==> config.mk <==
export PLATFORM = sky130hd
export DESIGN_NAME = galpat_tester
export DESIGN_NICKNAME = d
export VERILOG_FILES = /design/src/rtl/galpat_pkg.sv /design/src/rtl/galpat_seq.sv /design/src/rtl/galpat_cmp.sv /design/src/rtl/galpat_tester.sv
export SDC_FILE = /design/constraint.sdc
export NUM_CORES = 1
export LEC_CHECK = 0
export ABC_AREA = 1
export BUFFER_PORTS_ARGS = -buffer_cell sky130_fd_sc_hd__buf_4
export CORE_MARGIN = 1
export CORE_UTILIZATION = 45
export DETAILED_ROUTE_END_ITERATION = 8
export GPL_TIMING_DRIVEN = 0
export HOLD_SLACK_MARGIN = 0.1
export PLACE_DENSITY = 0.65
export REMOVE_ABC_BUFFERS = 1
export SLEW_MARGIN = 20
export SYNTH_ARGS = -nofsm -noshare
export SYNTH_HDL_FRONTEND = slang
export SYNTH_SLANG_ARGS = --single-unit
==> constraint.sdc <==
create_clock -name clk -period 2.5 [get_ports clk]
set_input_delay 0.25 -clock clk [delete_from_list [all_inputs] [get_ports clk]]
set_output_delay 0.25 -clock clk [all_outputs]
set_load 0.01 [all_outputs]
==> src/rtl/galpat_pkg.sv <==
package galpat_pkg;

    typedef enum logic [2:0] {
        ST_IDLE,
        ST_INIT,
        ST_SET,
        ST_SCAN,
        ST_GAL,
        ST_CHK,
        ST_RESTORE,
        ST_DONE
    } gp_state_e;

endpackage

==> src/rtl/galpat_seq.sv <==
module galpat_seq
    import galpat_pkg::*;
#(
    parameter int DEPTH  = 16,
    parameter int DATA_W = 8,
    localparam int AW    = (DEPTH > 1) ? $clog2(DEPTH) : 1
) (
    input  logic              clk,
    input  logic              rst_n,
    input  logic              start,
    input  logic              gallop,
    input  logic              two_pass,
    output logic              mem_en,
    output logic              mem_we,
    output logic [AW-1:0]     mem_addr,
    output logic [DATA_W-1:0] mem_wdata,
    output logic              rd_issue,
    output logic [DATA_W-1:0] rd_exp,
    output logic [AW-1:0]     rd_cell,
    output logic              run_start,
    output logic              busy,
    output logic              done
);

    localparam logic [AW-1:0] LAST_A = AW'(DEPTH - 1);
    localparam logic [AW-1:0] PREV_A = AW'(DEPTH - 2);

    gp_state_e   state_q, state_d;
    logic [AW-1:0] i_q, j_q;
    logic          gal_q, two_q, cmp_q;

    logic [DATA_W-1:0] bg_w, tv_w;
    logic [AW-1:0]     first_j, next_j;
    logic              j_last, i_last, accept;

    assign bg_w    = {DATA_W{cmp_q}};
    assign tv_w    = ~bg_w;
    assign first_j = (i_q == '0) ? AW'(1) : '0;
    assign next_j  = ((j_q + AW'(1)) == i_q) ? (j_q + AW'(2)) : (j_q + AW'(1));
    assign i_last  = (i_q == LAST_A);
    assign j_last  = (j_q == LAST_A) || (i_last && (j_q == PREV_A));
    assign accept  = start && ((state_q == ST_IDLE) || (state_q == ST_DONE));
    assign run_start = accept;

    // next-state decode
    always_comb begin
        state_d = state_q;
        unique case (state_q)
            ST_IDLE:    if (accept) state_d = ST_INIT;
            ST_DONE:    if (accept) state_d = ST_INIT;
            ST_INIT:    if (j_q == LAST_A) state_d = ST_SET;
            ST_SET:     state_d = ST_SCAN;
            ST_SCAN: begin
                if (gal_q)       state_d = ST_GAL;
                else if (j_last) state_d = ST_CHK;
            end
            ST_GAL:     state_d = j_last ? ST_CHK : ST_SCAN;
            ST_CHK:     state_d = ST_RESTORE;
            ST_RESTORE: begin
                if (!i_last)             state_d = ST_SET;
                else if (two_q && !cmp_q) state_d = ST_INIT;
                else                     state_d = ST_DONE;
            end
            default:    state_d = ST_IDLE;
        endcase
    end

    // state register
    always_ff @(posedge clk or negedge rst_n) begin
        if (!rst_n) state_q <= ST_IDLE;
        else        state_q <= state_d;
    end

    // loop counters and run configuration
    always_ff @(posedge clk or negedge rst_n) begin
        if (!rst_n) begin
            i_q   <= '0;
            j_q   <= '0;
            gal_q <= 1'b0;
            two_q <= 1'b0;
            cmp_q <= 1'b0;
        end else begin
            unique case (state_q)
                ST_IDLE, ST_DONE: begin
                    if (accept) begin
                        j_q   <= '0;
                        i_q   <= '0;
                        gal_q <= gallop;
                        two_q <= two_pass;
                        cmp_q <= 1'b0;
                    end
                end
                ST_INIT: begin
                    if (j_q == LAST_A) i_q <= '0;
                    else               j_q <= j_q + AW'(1);
                end
                ST_SET:  j_q <= first_j;
                ST_SCAN: begin
                    if (!gal_q && !j_last) j_q <= next_j;
                end
                ST_GAL: begin
                    if (!j_last) j_q <= next_j;
                end
                ST_CHK: ;
                ST_RESTORE: begin
                    if (!i_last) begin
                        i_q <= i_q + AW'(1);
                    end else if (two_q && !cmp_q) begin
                        cmp_q <= 1'b1;
                        j_q   <= '0;
                    end
                end
                default: ;
            endcase
        end
    end

    // RAM pins and read expectations
    always_comb begin
        mem_en    = 1'b0;
        mem_we    = 1'b0;
        mem_addr  = '0;
        mem_wdata = bg_w;
        rd_exp    = bg_w;
        unique case (state_q)
            ST_INIT: begin
                mem_en = 1'b1; mem_we = 1'b1; mem_addr = j_q; mem_wdata = bg_w;
            end
            ST_SET: begin
                mem_en = 1'b1; mem_we = 1'b1; mem_addr = i_q; mem_wdata = tv_w;
            end
            ST_SCAN: begin
                mem_en = 1'b1; mem_addr = j_q; rd_exp = bg_w;
            end
            ST_GAL, ST_CHK: begin
                mem_en = 1'b1; mem_addr = i_q; rd_exp = tv_w;
            end
            ST_RESTORE: begin
                mem_en = 1'b1; mem_we = 1'b1; mem_addr = i_q; mem_wdata = bg_w;
            end
            default: ;
        endcase
    end

    assign rd_issue = mem_en && !mem_we;
    assign rd_cell  = i_q;
    assign busy     = (state_q != ST_IDLE) && (state_q != ST_DONE);
    assign done     = (state_q == ST_DONE);

    p_scan_skip_r3: assert property (@(posedge clk) disable iff (!rst_n)
        (state_q == ST_SCAN) |-> (mem_addr != i_q));

    p_gal_follow_r4: assert property (@(posedge clk) disable iff (!rst_n)
        (state_q == ST_SCAN && gal_q) |=> (mem_en && !mem_we && mem_addr == $past(i_q)));

    p_walk_noreread_r4: assert property (@(posedge clk) disable iff (!rst_n)
        (state_q == ST_SCAN && !gal_q) |=> (state_q != ST_GAL));

    p_second_pass_r5: assert property (@(posedge clk) disable iff (!rst_n)
        $rose(cmp_q) |-> (two_q && state_q == ST_INIT));

    p_cfg_hold_r9: assert property (@(posedge clk) disable iff (!rst_n)
        busy |=> ($stable(gal_q) && $stable(two_q)));

endmodule

==> src/rtl/galpat_cmp.sv <==
module galpat_cmp #(
    parameter int DATA_W = 8,
    parameter int AW     = 4
) (
    input  logic              clk,
    input  logic              rst_n,
    input  logic              clr,
    input  logic              rd_issue,
    input  logic [DATA_W-1:0] rd_exp,
    input  logic [AW-1:0]     rd_cell,
    input  logic [AW-1:0]     rd_addr,
    input  logic [DATA_W-1:0] mem_rdata,
    output logic              err,
    output logic [AW-1:0]     fail_cell,
    output logic [AW-1:0]     fail_addr
);

    logic              pend_q;
    logic [DATA_W-1:0] pexp_q;
    logic [AW-1:0]     pcell_q, paddr_q;
    logic              miss;

    assign miss = pend_q && (mem_rdata != pexp_q);

    // one-deep pipeline matching the RAM read latency
    always_ff @(posedge clk or negedge rst_n) begin
        if (!rst_n) begin
            pend_q  <= 1'b0;
            pexp_q  <= '0;
            pcell_q <= '0;
            paddr_q <= '0;
        end else begin
            pend_q  <= rd_issue;
            pexp_q  <= rd_exp;
            pcell_q <= rd_cell;
            paddr_q <= rd_addr;
        end
    end

    // first-mismatch capture
    always_ff @(posedge clk or negedge rst_n) begin
        if (!rst_n) begin
            err       <= 1'b0;
            fail_cell <= '0;
            fail_addr <= '0;
        end else if (clr) begin
            err       <= 1'b0;
            fail_cell <= '0;
            fail_addr <= '0;
        end else if (miss && !err) begin
            err       <= 1'b1;
            fail_cell <= pcell_q;
            fail_addr <= paddr_q;
        end
    end

    p_first_kept_r7: assert property (@(posedge clk) disable iff (!rst_n)
        (err && !clr) |=> (err && $stable(fail_cell) && $stable(fail_addr)));

endmodule

==> src/rtl/galpat_tester.sv <==
module galpat_tester #(
    parameter int DEPTH  = 16,
    parameter int DATA_W = 8,
    localparam int AW    = (DEPTH > 1) ? $clog2(DEPTH) : 1
) (
    input  logic              clk,
    input  logic              rst_n,
    input  logic              start,
    input  logic              gallop,
    input  logic              two_pass,
    input  logic [DATA_W-1:0] mem_rdata,
    output logic              mem_en,
    output logic              mem_we,
    output logic [AW-1:0]     mem_addr,
    output logic [DATA_W-1:0] mem_wdata,
    output logic              busy,
    output logic              done,
    output logic              pass,
    output logic              fail,
    output logic [AW-1:0]     fail_cell,
    output logic [AW-1:0]     fail_addr
);

    logic              rd_issue, run_start, err;
    logic [DATA_W-1:0] rd_exp;
    logic [AW-1:0]     rd_cell;

    galpat_seq #(.DEPTH(DEPTH), .DATA_W(DATA_W)) u_seq (
        .clk       (clk),
        .rst_n     (rst_n),
        .start     (start),
        .gallop    (gallop),
        .two_pass  (two_pass),
        .mem_en    (mem_en),
        .mem_we    (mem_we),
        .mem_addr  (mem_addr),
        .mem_wdata (mem_wdata),
        .rd_issue  (rd_issue),
        .rd_exp    (rd_exp),
        .rd_cell   (rd_cell),
        .run_start (run_start),
        .busy      (busy),
        .done      (done)
    );

    galpat_cmp #(.DATA_W(DATA_W), .AW(AW)) u_cmp (
        .clk       (clk),
        .rst_n     (rst_n),
        .clr       (run_start),
        .rd_issue  (rd_issue),
        .rd_exp    (rd_exp),
        .rd_cell   (rd_cell),
        .rd_addr   (mem_addr),
        .mem_rdata (mem_rdata),
        .err       (err),
        .fail_cell (fail_cell),
        .fail_addr (fail_addr)
    );

    assign pass = done && !err;
    assign fail = done && err;

    p_done_quiet_r6: assert property (@(posedge clk) disable iff (!rst_n)
        done |-> !mem_en);

    p_busy_stream_r8: assert property (@(posedge clk) disable iff (!rst_n)
        (busy && $past(busy)) |-> mem_en);

endmodule

Word level (Yosys, flattened, before mapping)
Index checks and enable logic that the tools add are counted.
{"block": "totals", "regBits": 40, "in_bits": 13, "output_inout_bits": 26}
{"block": "op_classes", "add_sub_neg": 3, "eq_ne": 22, "mux": 35, "n_bitwise": 1, "n_reduce_logical": 35}
{"op": "2-to-1 mux 4 bit", "count": 13}
{"op": "case mux 4 bit (6 select lines)", "count": 1}
{"op": "2-to-1 mux 3 bit", "count": 7}
{"op": "case mux 3 bit (7 select lines)", "count": 1}
{"op": "2-to-1 mux 8 bit", "count": 2}
{"op": "equality test 3 bit (second input constant)", "count": 4}
{"op": "equality test 4 bit (second input constant)", "count": 3}
{"op": "case mux 4 bit (3 select lines)", "count": 1}
{"op": "logical AND 1 bit", "count": 10}
{"op": "inequality test 2 x 1 -> 1 bit (second input constant)", "count": 5}
{"op": "adder 4 x 1 -> 4 bit (second input constant)", "count": 2}
{"op": "2-to-1 mux 1 bit", "count": 8}
{"op": "inequality test 8 bit", "count": 1}
{"op": "inverter 8 bit", "count": 1}
{"op": "case mux 4 bit (2 select lines)", "count": 1}
{"op": "AND reduction 4 bit", "count": 2}
{"op": "AND reduction 7 bit", "count": 1}
{"op": "equality test 3 x 2 -> 1 bit (second input constant)", "count": 2}
{"op": "inequality test 2 bit (second input constant)", "count": 3}
{"op": "nonzero test 3 bit", "count": 2}
{"op": "nonzero test 6 bit", "count": 1}
{"op": "OR reduction 2 bit", "count": 3}
{"op": "OR reduction 6 bit", "count": 1}
{"op": "logical NOT 1 bit", "count": 5}
{"op": "other kinds (14)", "count": 16}

Depth between registers and ports, before layout
Gate-level depths: netlist of the first run.
{"block": "logic_depth", "word_depth": 7, "depth_mapped": 12, "depth_no_buf": 12}

By module
A second synthesis of the first run with hierarchy kept.
{"block": "hier_totals", "hier_cells": 315, "area_unflattened_um2": 2359.8}
{"module": "galpat_seq", "n_inst": 1, "cells_each": 208, "area_each_um2": 1346.3, "seq_area_each_um2": 350.3}
{"module": "galpat_cmp", "n_inst": 1, "cells_each": 103, "area_each_um2": 996.0, "seq_area_each_um2": 650.6}
{"module": "galpat_tester", "n_inst": 1, "cells_each": 4, "area_each_um2": 17.5, "seq_area_each_um2": 0.0}

Worst setup path before layout of the first run
Ideal clock, no wire load.
{"block": "synth_path", "kind": "register to output", "from": "register u_seq.state_q[0]", "to": "output mem_wdata[1]", "t_arrival_ns": 1.471, "required_ns": 2.250, "setup_slack_ns": 0.779, "path_stages_with_launch": 6, "path_buffers": 1, "path_cell_list": "dfrtp_1 > inv_1 > nand2_1 > nor2_1 > xor2_1 > buf_4"}
{"block": "synth_between", "elab_chain_cells": 2}
{"element": "from (decl)", "line_no": "galpat_seq.sv:28", "text": "gp_state_e state_q, state_d;"}
{"element": "from (signal assigned)", "line_no": "galpat_seq.sv:71", "text": "else state_q <= state_d;"}
{"element": "equality test 3 x 2 -> 1 bit", "line_no": "galpat_seq.sv:125", "text": "unique case (state_q)"}
{"element": "2-to-1 mux 8 bit", "line_no": "galpat_seq.sv:125"}
{"element": "to (decl)", "line_no": "galpat_tester.sv:15", "text": "output logic [DATA_W-1:0] mem_wdata,"}
Every way passes these cells.

Worst setup path in the final report of the first run
{"block": "layout_path", "from": "register u_seq.state_q[0]", "to": "output mem_wdata[2]"}
Same word-level chain as after synthesis.

==> impl_metrics.tcl, run 1 <==
set metrics [dict create \
    seq_area_um2 826 \
    cts_tree "built" \
    worstSetupPathType "flip-flop to output pin" \
    multi_input_area_um2 957 \
    worstMarginPinSlew_ns 0.493 \
    postRouteAntennaNets 0 \
    critPathSlowestCell "xor2_1" \
    dr.first_iter.drc_count 106 \
    ys_ff_latch 33 \
    setup_viol 0 \
    hold_viol_final 0 \
    crit_fanout 8 \
    fin_setup_tns_ns 0 \
    powerDensity_nw_per_um2 1240 \
    cp_cell_sequence "inv_1 > nand2_1 > nor2_1 > xor2_1 > buf_4" \
    min_path_cells 3 \
    p_leak_nw 1.26 \
    instances_no_fill 343 \
    finalCriticalPeriod_ns 2.10 \
    antenna_found_initial 0 \
    top_layer "met4" \
    max-cap-violations 0 \
    crit_family "XOR/XNOR gates" \
    fp.coreArea_um2 4120 \
    final_area_um2 2350 \
    grt_setup_unrepaired "false" \
    met1_length_mm 2.07 \
    max_slew_margin_pct 67.0 \
    timing.rr.end "u_seq.j_q[0]" \
    ys_warn_count 0 \
    drt-vias-per-instance 5.07 \
    critPathBufInv 2 \
    cp-end-kind "output pin" \
    hold_path_end "u_seq.gal_q" \
    finalClockSkew_ns 0.00667 \
    yosysSeqAreaShare_pct 41.8 \
    period_share_pct 84.1 \
    place_inst 334 \
    synth_cell_types 28 \
    drv_slew 0 \
    netlist_area_um2 1980 \
    drive_gt1_share_pct 22.9 \
    fillers 396 \
    wl_per_cell_um 12.4 \
    status "completed" \
    dpl_cell_area_um2 2250 \
    grt_max_degree 34 \
    wl_met2_mm 1.94 \
    initial_core_util_pct 48.0 \
    die_area_um2 4660 \
    reg2reg_from "u_seq.j_q[0]" \
    row_count 23 \
    vias 1738 \
    cts_sinks 33 \
    portBuffers 38 \
    htree_levels 2 \
    arrival_ns 1.85 \
    numCtsBuffers 5 \
    grt_overflow 0 \
    grt_usage_pct 21.1 \
    route.met3.wl_um 178 \
    ios 39 \
    die_x_um 68.3 \
    clockBufferDepth 2 \
    holdCritPathClass "primary input to flip-flop" \
    drt-total-wl_mm 4.25 \
    clkLatencyLatePin_ns 0.29 \
    grt_pass1_wl_mm 7.12 \
    start_kind "flip-flop" \
    min_from "gallop" \
    place_hpwl_mm 3.22 \
    syn_inst 256 \
    place_congestion 0.885 \
    syn_avg_cell_area_um2 7.72 \
    ctsResizeCount 0 \
    reg2reg_slack_ns 0.48 \
    clock.fmax_mhz 476 \
    first_pass_iters 4 \
    grt_pass1_vias 1599 \
    crit_required_ns 2.25 \
    nets 310 \
    ir_drop_v 0.000677 \
    slowest_delay_ns 0.46 \
    cts_root_buffer "clkbuf_8" \
    drc_errors 0 \
    antennaDiodeCount 0 \
    area_growth_pct 18.8 \
    rr_worst_depth 11 \
    path_clk_slew_ns 0.07 \
    die_h_um 68.3 \
]
cell families after synthesis:
logic type / count (synthesis) / synth area share [%]
AOI/OAI and AO/OA: 20 / 6.02
and+or+nand+nor: 151 / 37.0
xor gates and xnor gates: 5 / 2.22
DFF: 33 / 41.8
buffers and inverters: 42 / 9.75
adders and majority gates: 5 / 3.17
sequential cells by signal, summed over array words and instances, names as in the netlist:
| signal | flops |
|---|---|
| u_seq.cmp_q | 1 |
| u_cmp.err | 1 |
| u_seq.j_q | 4 |
| u_cmp.paddr_q | 4 |
| u_cmp.fail_cell | 4 |
| u_cmp.pexp_q | 1 |
| u_cmp.pend_q | 1 |
| u_cmp.pcell_q | 4 |
| u_cmp.fail_addr | 4 |
| u_seq.two_q | 1 |
| u_seq.state_q | 3 |
| u_seq.gal_q | 1 |
| u_seq.rd_cell | 4 |
cell usage in the layout, fill, tap and decap left out, drive strengths merged:
cell	count
o22ai	4
ha	5
dfrtp	33
clkbuf	5
xnor2	2
buf	38
nor2	24
a21oi	5
and2	1
o21ai	10
clkinv	2
nand3b	1
nor4	1
o31ai	1
xor2	3
nand2	75
clkinvlp	1
dlygate4sd3	1
nand4	16
inv	32
nor3	2
nand3	31
worst max-delay path by stage:
| stage | start | endpoint | slack, ns | cells after the start |
|---|---|---|---|---|
| 3_5_place_dp | u_seq.j_q[0] | u_seq.j_q[0] | 0.55 | 11 |
| 2_1_floorplan | u_seq.state_q[0] | mem_wdata[0] | 0.30 | 4 |
| 4_1_cts | u_seq.state_q[0] | mem_wdata[2] | 0.37 | 5 |
| 6_report | u_seq.state_q[0] | mem_wdata[2] | 0.40 | 5 |
| 5_1_grt | u_seq.j_q[0] | u_seq.j_q[1] | 0.20 | 12 |
| 3_3_place_gp | u_seq.j_q[0] | u_seq.j_q[0] | 0.53 | 11 |
metal layers:
layer	GRT usage (%)	up-vias
met5	0	-
met4	7.29	0
met3	5.50	6
met2	35.2	43
met1	26.1	782
li1	-	907
power by group:
part           internal [mW]  switching [mW]  leakage [nW]
Clock                  0.192           0.201        0.0439
Combinational          0.626            1.04         0.779
Sequential             0.701           0.138         0.437
tightest hold or removal path, stage by stage:
cell and delay (ns):
buf_4 0.08, nand2_1 0.04, o21ai_0 0.06
synth_stat cells:
library cell  count  area, µm²
nor4_1            1       6.26
buf_2             1       5.00
ha_1              5       62.6
buf_4             7       52.6
nand2_1          71        267
nor2_2            5       31.3
nand3b_1          1       7.51
o31ai_1           1       7.51
o22ai_1           4       25.0
o21ai_1           5       25.0
nand2_2           1       6.26
and2_1            1       6.26
o21ai_0           5       25.0
buf_6             1       11.3
nand4_1          16        100
nor3_1            2       10.0
xor2_1            3       26.3
nor2_4            5       56.3
xnor2_1           2       17.5
a21oi_1           4       20.0
inv_1            26       97.6
nand2_4           3       33.8
nor2_1           14       52.6
clkbuf_1          1       3.75
dfrtp_1          33        826
inv_2             6       22.5
nand3_1          31        155
a21oi_4           1       16.3
layout make-up:
type                    instances  share of cell area, %
clock inverters                 3                  0.746
multi-input cells             181                   40.8
well taps                      50                   2.67
repair buffers                 39                   12.6
flip-flops and latches         33                   35.2
clock buffers                   5                   2.93
inverters                      32                   5.12
metrics by stage:
stage | setup slack, ns | hold WS (ns) | util [%] | power, mW
finish | 0.398 | 0.180 | 57.0 | 2.90
global route | 0.198 | 0.186 | 57.0 | 3.17
CTS | 0.368 | 0.183 | 57.0 | 2.92
detailed placement | 0.547 | 0.221 | 54.7 | 2.52
global placement | 0.526 | 0.217 | 54.7 | 2.51
floorplan | 0.301 | -0.0456 | - | 1.95
repair_timing:
item,in CTS,in global routing
setup buffers,0,0
hold buffers,1,0
endpoints found under the setup margin,0,0
hold endpoints to repair,33,0
(Power assumes the default switching activity.)
==> run 2, diff against run 1 <==
clock period = 2.2 ns   (was 2.5 ns; I/O delays follow)
==> run 2 against run 1 <==
  * Power rose by 14%
  * Largest power group unchanged
  * Die area is the same
  * Hold slack got worse by 0.030 ns
  * Clock power rose by 13%
  * Sequential share of layout area down 0.15 points
  * First-iteration DRC count shrank 2.8%
==> impl_metrics.tcl, run 2 (synthesis results as in run 1) <==
set metrics [dict create \
    status "completed" \
    p_comb_share_pct 57.7 \
    row_count 23 \
    seq_area_um2 826 \
    ios 39 \
    max_slew_margin_pct 72.8 \
    max-cap-violations 0 \
    cts_sinks 33 \
    numCtsBuffers 5 \
    cts_setup_buffers 0 \
    min_path_cells 3 \
    ir_drop_v 0.000773 \
    clkPwrFrac_pct 13.4 \
    arrival_ns 1.74 \
    die_h_um 68.3 \
    finalPower_mw 3.31 \
    start_kind "flip-flop" \
    fin_ws_ns 0.243 \
    grt_overflow 0 \
    instances_no_fill 343 \
    final_util_pct 57.3 \
    worstMarginPinSlew_ns 0.408 \
    drive_gt1_share_pct 23.5 \
    cts_tree "built" \
    crit_fanout 8 \
    clock.fmax_mhz 511 \
    cp_cell_sequence "inv_1 > nand2_1 > nor2_1 > xor2_2 > buf_4" \
    drt-total-wl_mm 4.23 \
    final_area_um2 2360 \
    fin_setup_tns_ns 0 \
    clkLatencyLatePin_ns 0.29 \
    sw_frac_of_total_pct 47.7 \
    seq_power_share_pct 28.8 \
    nets 310 \
    p_int_mw 1.73 \
    p_leak_nw 1.26 \
    die_area_um2 4660 \
    grt_pass1_wl_mm 7.12 \
    crit_required_ns 1.98 \
    area_growth_pct 19.3 \
    finalCriticalPeriod_ns 1.96 \
    place_congestion 0.885 \
    grt_pass1_vias 1599 \
    final_common_cell "nand2_1" \
    netSwitchingPower_mw 1.58 \
    multi_input_area_um2 967 \
    drt-vias-per-instance 5.05 \
    powerDensity_nw_per_um2 1410 \
    drv_slew 0 \
    critPathBufInv 2 \
    whs_ns 0.150 \
    path_clk_slew_ns 0.07 \
    critPathSlowestCell "dfrtp_1" \
    cp-end-kind "output pin" \
    holdCritPathClass "primary input to flip-flop" \
    final_cell_mix "nand2_1 (71), buf_4 (38), dfrtp_1 (33)" \
    reg2reg_slack_ns 0.28 \
    antennaDiodeCount 0 \
    die_x_um 68.3 \
    drc_errors 0 \
    htree_levels 2 \
    grt_setup_unrepaired "false" \
    cts_root_buffer "clkbuf_8" \
    grt_max_degree 34 \
    clockBufferDepth 2 \
    initial_core_util_pct 48.0 \
    antenna_found_initial 0 \
    fillers 394 \
    grt_usage_pct 21.1 \
    fp.coreArea_um2 4120 \
    portBuffers 38 \
    crit_family "flip-flops" \
    hold_viol_final 0 \
    first_pass_iters 4 \
    dpl_cell_area_um2 2250 \
    post-place-ws_ns 0.247 \
    cp_num_cells 5 \
    wl_per_cell_um 12.3 \
    postRouteAntennaNets 0 \
    period_share_pct 89.0 \
    place_inst 334 \
    slowest_delay_ns 0.41 \
    place_hpwl_mm 3.22 \
    worstSetupPathType "flip-flop to output pin" \
    rr_worst_depth 11 \
    dr.first_iter.drc_count 103 \
    vias 1733 \
    finalClockSkew_ns 0.00637 \
    setup_viol 0 \
]
## run 2: cell count changes in the layout (fill, tap and decap cells not counted)
cell / delta
xor2_1: -1
nor2_2: +1
nor2_1: -1
xor2_2: +1
## run 2: area by class of cell
class,instances,share of cell area [%]
Clock buffer,5,2.92
Clock inverter,3,0.743
Inverter,32,5.10
Multi-Input combinational cell,181,41.0
Sequential cell,33,35.0
Tap cell,50,2.65
Timing Repair Buffer,39,12.5
## run 2: worst register-to-register path, stage by stage, from the launching register on
cell,delay (ns)
dfrtp_1,0.45
inv_1,0.14
ha_1,0.34
inv_1,0.07
nand2_1,0.05
nand2_1,0.05
nor2_2,0.20
nand3_1,0.19
nand3_1,0.10
nand3_1,0.09
nand2_1,0.08
nand2_1,0.05
## run 2: per-layer routing
metal	vias up	global-route usage, %	routed length, µm
li1	906	-	-
met1	782	26.1	2060
met2	37	35.2	1910
met3	8	5.50	190
met4	0	7.29	69
met5	-	0	0
## run 2: power groups by stage
stage                     Sequential [mW]  Combinational, mW  Clock [mW]
final                               0.955               1.91       0.445
after global routing                0.979               2.15       0.487
after CTS                           0.950               1.91       0.459
after detailed placement            0.960               1.90           0
after global placement              0.959               1.89           0
after floorplan                     0.940               1.28           0
## run 2: final timing paths
kind,start,endpoint
worst max-delay path,u_seq.state_q[0],mem_wdata[2]
worst min-delay path,gallop,u_seq.gal_q
worst max register to register,u_seq.j_q[0],u_seq.j_q[0]
worst min register to register,u_seq.rd_cell[3],u_cmp.pcell_q[3]
max in group asynchronous,rst_n,u_cmp.fail_cell[3]
min in group asynchronous,rst_n,u_seq.rd_cell[1]
## run 2: what timing repair did
action | 4_1_cts | 5_1_grt
resized for setup | 0 | 2
hold buffers | 1 | 0
endpoints found under the hold margin | 33 | 0
setup endpoints to repair | 0 | 12
